===== config.mk =====
export PLATFORM = sky130hd
export DESIGN_NAME = sync_queue
export DESIGN_NICKNAME = d
export VERILOG_FILES = /design/src/rtl/sq_pkg.sv /design/src/rtl/sq_wrap_ptr.sv /design/src/rtl/sq_occupancy.sv /design/src/rtl/sq_store.sv /design/src/rtl/sq_read_stage.sv /design/src/rtl/sync_queue.sv
export SDC_FILE = /design/constraint.sdc
export NUM_CORES = 1
export LEC_CHECK = 0
export BUFFER_PORTS_ARGS = -buffer_cell sky130_fd_sc_hd__clkbuf_2
export CAP_MARGIN = 20
export CORE_ASPECT_RATIO = 2
export CORE_UTILIZATION = 25
export DETAILED_ROUTE_END_ITERATION = 6
export PLACE_DENSITY = 0.51
export SLEW_MARGIN = 25
export SYNTH_ARGS = -nofsm -noshare
export SYNTH_HDL_FRONTEND = slang
export SYNTH_HIERARCHICAL = 1
export SYNTH_SLANG_ARGS = --single-unit
export TNS_END_PERCENT = 100

===== constraint.sdc =====
create_clock -name clk -period 2.2 [get_ports clk]
set_input_delay 0.22 -clock clk [delete_from_list [all_inputs] [get_ports clk]]
set_output_delay 0.22 -clock clk [all_outputs]
set_load 0.01 [all_outputs]

===== src/rtl/sq_pkg.sv =====
package sq_pkg;

    typedef enum logic {
        RD_STANDARD = 1'b0,
        RD_FALLTHRU = 1'b1
    } rd_mode_e;

    typedef struct packed {
        logic push;
        logic pop;
    } accept_t;

    function automatic int ptr_bits(input int depth);
        return (depth <= 2) ? 1 : $clog2(depth);
    endfunction

    function automatic int fill_bits(input int depth);
        return (depth < 1) ? 1 : $clog2(depth + 1);
    endfunction

endpackage


===== src/rtl/sq_wrap_ptr.sv =====
module sq_wrap_ptr #(
    parameter int DEPTH = 5,
    parameter int PW    = 3
) (
    input  logic          clk,
    input  logic          rst,
    input  logic          adv,
    output logic [PW-1:0] ptr
);
    localparam logic [PW-1:0] LAST = PW'(DEPTH - 1);

    always_ff @(posedge clk) begin
        if (rst) begin
            ptr <= '0;
        end else if (adv) begin
            ptr <= (ptr == LAST) ? '0 : ptr + 1'b1;
        end
    end
endmodule


===== src/rtl/sq_occupancy.sv =====
module sq_occupancy
    import sq_pkg::*;
#(
    parameter int DEPTH = 5,
    parameter int LW    = 3
) (
    input  logic          clk,
    input  logic          rst,
    input  accept_t       acc,
    output logic [LW-1:0] fill,
    output logic          not_empty,
    output logic          not_full
);
    localparam logic [LW-1:0] CAP = LW'(DEPTH);

    always_ff @(posedge clk) begin
        if (rst) begin
            fill <= '0;
        end else begin
            unique case ({acc.push, acc.pop})
                2'b10:   fill <= fill + 1'b1;
                2'b01:   fill <= fill - 1'b1;
                default: fill <= fill;
            endcase
        end
    end

    assign not_empty = (fill != '0);
    assign not_full  = (fill < CAP);
endmodule


===== src/rtl/sq_store.sv =====
module sq_store #(
    parameter int DATA_W = 8,
    parameter int DEPTH  = 5,
    parameter int PW     = 3
) (
    input  logic              clk,
    input  logic              we,
    input  logic [PW-1:0]     waddr,
    input  logic [DATA_W-1:0] wdata,
    input  logic [PW-1:0]     raddr,
    output logic [DATA_W-1:0] rdata
);
    logic [DATA_W-1:0] slots [DEPTH];

    always_ff @(posedge clk) begin
        if (we) begin
            slots[waddr] <= wdata;
        end
    end

    assign rdata = slots[raddr];
endmodule


===== src/rtl/sq_read_stage.sv =====
module sq_read_stage
    import sq_pkg::*;
#(
    parameter int       DATA_W = 8,
    parameter rd_mode_e MODE   = RD_FALLTHRU
) (
    input  logic              clk,
    input  logic              rst,
    input  logic              take,
    input  logic [DATA_W-1:0] head,
    output logic [DATA_W-1:0] rd_data
);
    generate
        if (MODE == RD_FALLTHRU) begin : g_fallthru
            logic unused_ft;
            assign unused_ft = ^{clk, rst, take};
            assign rd_data   = head;
        end else begin : g_standard
            always_ff @(posedge clk) begin
                if (rst) begin
                    rd_data <= '0;
                end else if (take) begin
                    rd_data <= head;
                end
            end
        end
    endgenerate
endmodule


===== src/rtl/sync_queue.sv =====
module sync_queue
    import sq_pkg::*;
#(
    parameter int       DATA_W  = 8,
    parameter int       DEPTH   = 5,
    parameter rd_mode_e RD_MODE = RD_FALLTHRU,
    localparam int      PW      = ptr_bits(DEPTH),
    localparam int      LW      = fill_bits(DEPTH)
) (
    input  logic              clk,
    input  logic              rst,
    input  logic [DATA_W-1:0] wr_data,
    input  logic              wr_push,
    output logic              wr_ready,
    output logic [DATA_W-1:0] rd_data,
    input  logic              rd_pop,
    output logic              rd_ready,
    output logic [LW-1:0]     fill
);
    generate
        if (DEPTH == 0) begin : g_empty
            logic unused_in;
            assign unused_in = ^{clk, rst, wr_data, wr_push, rd_pop};
            assign wr_ready  = 1'b0;
            assign rd_ready  = 1'b0;
            assign fill      = '0;
            assign rd_data   = '0;
        end else begin : g_queue
            accept_t           acc;
            logic [PW-1:0]     wptr;
            logic [PW-1:0]     rptr;
            logic [DATA_W-1:0] head;

            assign acc.push = wr_push & wr_ready;
            assign acc.pop  = rd_pop & rd_ready;

            sq_occupancy #(.DEPTH(DEPTH), .LW(LW)) u_occ (
                .clk       (clk),
                .rst       (rst),
                .acc       (acc),
                .fill      (fill),
                .not_empty (rd_ready),
                .not_full  (wr_ready)
            );

            sq_wrap_ptr #(.DEPTH(DEPTH), .PW(PW)) u_wptr (
                .clk (clk),
                .rst (rst),
                .adv (acc.push),
                .ptr (wptr)
            );

            sq_wrap_ptr #(.DEPTH(DEPTH), .PW(PW)) u_rptr (
                .clk (clk),
                .rst (rst),
                .adv (acc.pop),
                .ptr (rptr)
            );

            sq_store #(.DATA_W(DATA_W), .DEPTH(DEPTH), .PW(PW)) u_store (
                .clk   (clk),
                .we    (acc.push),
                .waddr (wptr),
                .wdata (wr_data),
                .raddr (rptr),
                .rdata (head)
            );

            sq_read_stage #(.DATA_W(DATA_W), .MODE(RD_MODE)) u_rd (
                .clk     (clk),
                .rst     (rst),
                .take    (acc.pop),
                .head    (head),
                .rd_data (rd_data)
            );
        end
    endgenerate
endmodule


# After elaboration in Yosys (flattened, before gate mapping)
# Memories as Yosys holds them, arrays and structs flattened. A register that Yosys moved wholly into a read port is not among the register bits.
# Index checks and enable logic that the tools add are counted.
word_totals:
  word_cells: 24
  reg_bits: 9
  inputBits: 12
  ramBits: 40
  mem_count: 1
  output_inout_bits: 13
memory_table:
  columns: ["memory", "depth", "width", "rd", "rd_clocked_by_memory_dff", "wr", "line_no", "text"]
  rows:
  - ["g_queue.u_store.slots", 5, 8, 1, 1, 1, "sq_store.sv:13", "logic [DATA_W-1:0] slots [DEPTH];"]
classes:
  n_eq_ne: 4
  addsub: 4
  muxes: 7
  bitwise_logic: 2
  reduce_logical: 2
  magnitude_cmp: 1
op_table:
  columns: ["cell", "count"]
  rows:
  - ["two-way mux 3 bit", 4]
  - ["adder 3 x 1 -> 3 bit, second input constant", 3]
  - ["equality test 3 bit, second input constant", 2]
  - ["one-hot mux 3 bit (2 select lines)", 1]
  - ["less-than comparator 3 bit, second input constant", 1]
  - ["nonzero test 3 bit", 1]
  - ["subtractor 3 x 1 -> 3 bit, second input constant", 1]
  - ["bitwise AND 1 bit", 2]
  - ["equality test 2 x 1 -> 1 bit, second input constant", 1]
  - ["equality test 2 bit, second input constant", 1]
  - ["two-way mux 1 bit", 2]
  - ["nonzero test 2 bit", 1]

# Depth between registers and ports, before layout
depth:
  depth_word: 4
  depth_mapped: 9

# Cells and area by module
# Netlist, hierarchy kept.
modules_own_cells:
  columns: ["module", "instances", "cells_each", "seq_area_each_um2", "area_per_inst_um2"]
  rows:
  - ["sq_store", 1, 94, 1201.2, 1610.3]
  - ["sq_wrap_ptr", 2, 17, 60.1, 153.9]
  - ["sq_occupancy", 1, 20, 60.1, 168.9]
  - ["sq_read_stage", 1, 8, 0.0, 60.1]
  - ["sync_queue", 1, 2, 0.0, 12.5]

# Worst setup path after synthesis
# OpenSTA, ideal clock, no wires.
synth_path:
  path_kind: "register to register"
  startpoint: "register g_queue.u_occ.fill[1]"
  endpoint: "memory g_queue.u_store.slots[4][0], enable pin"
  arrival_ns: 1.787
  path_stages_with_launch: 5
  setup_ns: 0.385
  n_path_buf: 0
  required_ns: 1.815
  setup_slack_ns: 0.028
  period_less_slack_ns: 2.172
  path_cell_list: "dfxtp_1 > o21ai_0 > and2_1 > nand2b_1 > nor3b_1"
synth_rtl:
  columns: ["element", "line_no", "text"]
  rows:
  - ["start, declared", "sq_occupancy.sv:10", "output logic [LW-1:0] fill,"]
  - ["start signal, assigned", "sq_occupancy.sv:21", "2'b10: fill <= fill + 1'b1;"]
  - ["start signal, assigned", "sq_occupancy.sv:22", "2'b01: fill <= fill - 1'b1;"]
  - ["start signal, assigned", "sq_occupancy.sv:23", "default: fill <= fill;"]
  - ["end, declared", "sq_store.sv:13", null]

==> results.sh <==
export IMPL_syn_avg_cell_area_um2=13.67
export IMPL_min_path_type="in -> reg"
export IMPL_hold_path_cell_count=1
export IMPL_synthTopCellsByArea="edfxtp_1 (56%), dfxtp_1 (8.3%), mux2i_1 (3.7%)"
export IMPL_layout_drive_gt1_share_pct=26.98
export IMPL_area_growth_syn_to_layout_pct=18.13
export IMPL_hold_viol_final=0
export IMPL_gp_congestion=0.7043
export IMPL_first_pass_iters=4
export IMPL_period_share_pct=93.56
export IMPL_path_delay_family="simple AND/OR/NAND/NOR gates"
export IMPL_outcome="finished, final reports clean"
export IMPL_htree_levels=2
export IMPL_slew_violations=0
export IMPL_dpl_hpwl_um=2798
export IMPL_fin_util_pct=30.55
export IMPL_grt_max_degree=16
export IMPL_wl_met3_um=172
export IMPL_yosysTopAreaCell="edfxtp_1"
export IMPL_setup_viol=0
export IMPL_numCtsBuffers=5
export IMPL_setup_tns_final_ps=0
export IMPL_p_leak_nw=0.9371
export IMPL_dieWidth_um=67.72
export IMPL_antenna_found_initial=0
export IMPL_ys_ff_latch=49
export IMPL_crit_chain="or3_1, and2_2, ha_1, inv_1, fa_1, xor2_1, or3_1, a21oi_1"
export IMPL_synth_area_mm2=0.002160
export IMPL_r2r_start="g_queue.u_occ/fill[1]"
export IMPL_grt_pass1_wl_um=6492
export IMPL_rr_worst_depth=8
export IMPL_gr_total_overflow=0
export IMPL_cts_tree="built"
export IMPL_pre_cts_slack_ps=111.4
export IMPL_cp_depth=8
export IMPL_drc=0
export IMPL_period_needed_ps=2058
export IMPL_peakVddDrop_mv=0.5435
export IMPL_worst_pin_slew_ps=777.3
export IMPL_hold_path_startpoint="wr_data[0]"
export IMPL_clkLatencyLatePin_ps=290
export IMPL_cts_root_buffer="clkbuf_16"
export IMPL_setup_ws_ps=141.7
export IMPL_start_kind="flip-flop"
export IMPL_drtAntennaViolNets=0
export IMPL_fin_nets=206
export IMPL_yosys_warnings=6
export IMPL_port_buffer_count=24
export IMPL_antenna_cells=0
export IMPL_cts_setup_buffers=0
export IMPL_final_common_cell="edfxtp_1"
export IMPL_drv_cap=0
export IMPL_final_cell_mix="edfxtp_1 (40), clkbuf_2 (24), inv_1 (16)"
export IMPL_start_util_pct=25.86
export IMPL_num_vias=1275
export IMPL_core_mm2=0.008351
export IMPL_crit_required_ps=2420
export IMPL_clk_pin_slew_worst_paths_ps=60
export IMPL_synth_cell_types=27
export IMPL_wl_per_cell_um=14.14
export IMPL_seq_area_frac_synth_pct=63.96
export IMPL_routed_wl_um=4058
export IMPL_grt_pass1_vias=1304
export IMPL_viasPerCell=4.443
export IMPL_timing_critical_path_from="g_queue.u_occ/fill[1]"
export IMPL_cpMaxStageDelayCell="dfxtp_1"
export IMPL_synth_top_area_share_pct=55.62
export IMPL_relSlewSlack_pct=47.99
export IMPL_fp_dieArea_mm2=0.009037
export IMPL_path_buf_inv=1
export IMPL_m1WireLength_um=1592
export IMPL_clock_path_buffers=2
export IMPL_critPathMaxStageDelay_ps=390
export IMPL_power_mw=2.600
export IMPL_fmax_ghz=0.4858
export IMPL_dr_max_layer_used="met4"
export IMPL_cts_sinks=49
export IMPL_die_h_um=133.4
export IMPL_wl_met2_um=2187
export IMPL_critPathKind="reg -> reg"
export IMPL_cp_max_fo=7
export IMPL_ioPinCount=25
export IMPL_synth_cells=158
export IMPL_drt_iter0_markers=35
export IMPL_cp_common_cell="or3_1"
export IMPL_synth_nets=176
export IMPL_power_density_mw_per_mm2=1019
export IMPL_grt_total_usage_pct=10.41
export IMPL_cp_arrival_ps=2280
export IMPL_clock_skew_ps=3.094
export IMPL_rows=47
export IMPL_critical_path_endpoint_type="flip-flop"
export IMPL_rsz0062_at_grt="no"
worst register-to-register path: cells and delay by family, from the launching register on:
kind	cells	cell delay, ps
AO/OA/AOI/OAI	1	140
XOR/XNOR	1	150
adder cells (fa/ha/maj)	2	580
buffers and inverters	1	60
flip-flops	1	390
AND/OR/NAND/NOR	3	670
kinds of logic (layout without fill, tap and decap cells):
group | count (synthesis) | in the layout | synth area share [%]
xor gates and xnor gates | 2 | 2 | 0.8113
AOI/OAI and AO/OA | 28 | 28 | 9.791
DFF | 49 | 49 | 63.96
muxes | 8 | 8 | 3.708
adders and majority gates | 6 | 6 | 3.824
and+or+nand+nor | 37 | 37 | 10.43
buffers and inverters | 28 | 59 | 7.474
through the flow:
stage / std cells / instance area [um^2] / hold slack (ps)
detailed placement: 279 / 2384 / 459.5
floorplan: 158 / 2160 / 289.1
global placement: 279 / 2384 / 454.6
CTS: 287 / 2550 / 154.5
finish: 287 / 2551 / 164.5
global route: 287 / 2551 / 165.2
worst paths after layout:
| path | endpoint | slack, ps |
|---|---|---|
| max | g_queue.u_occ/fill[2] | 140 |
| min | g_queue.u_store/slots[3][0] | 160 |
| max reg2reg | g_queue.u_occ/fill[2] | 140 |
| min reg2reg | g_queue.u_occ/fill[2] | 510 |
timing repair:
action	CTS	global route
hold buffers	0	0
setup endpoints to repair	0	1
resized for setup	0	1
registers in the layout, summed over array words and instances (netlist names):
signal                 count
g_queue.u_rptr/ptr         3
g_queue.u_wptr/ptr         3
g_queue.u_occ/fill         3
g_queue.u_store/slots     40
per-layer routing:
metal,global-route usage [%],vias to the layer above
met2,17.77,26
li1,-,627
met1,10.65,615
met4,6.383,0
met5,0,-
met3,2.911,7
power by group:
| group | leakage [nW] | internal (mW) | total (mW) | switching, mW |
|---|---|---|---|---|
| sequential | 0.439 | 1.08 | 1.13 | 0.0494 |
| clock | 0.0775 | 0.532 | 0.855 | 0.323 |
| combinational | 0.420 | 0.281 | 0.618 | 0.337 |
cell usage after synthesis:
master	number
a21oi_1	8
nor3_2	2
inv_1	16
nand3_1	4
nor2_1	6
nor3b_1	1
dfxtp_1	9
nand2b_1	7
nor2b_1	4
o211a_1	2
buf_6	3
a211oi_2	1
ha_1	5
a211oi_1	7
edfxtp_1	40
buf_4	9
or3_1	2
and2_1	2
mux2i_1	8
o21ai_0	2
nor3_1	2
and2b_4	4
a221oi_2	1
a221oi_1	7
fa_1	1
xor2_1	2
nand2_1	3
cell type report:
type | instances | area (um^2)
tap | 98 | 122.6
timing repair buffer | 35 | 202.7
clock inverter | 3 | 41.29
inverter | 16 | 60.06
multi-input combinational | 81 | 618.1
sequential | 49 | 1381
fill | 868 | 5799
clock buffer | 5 | 125.1
Power figures use the tool's default switching activity.
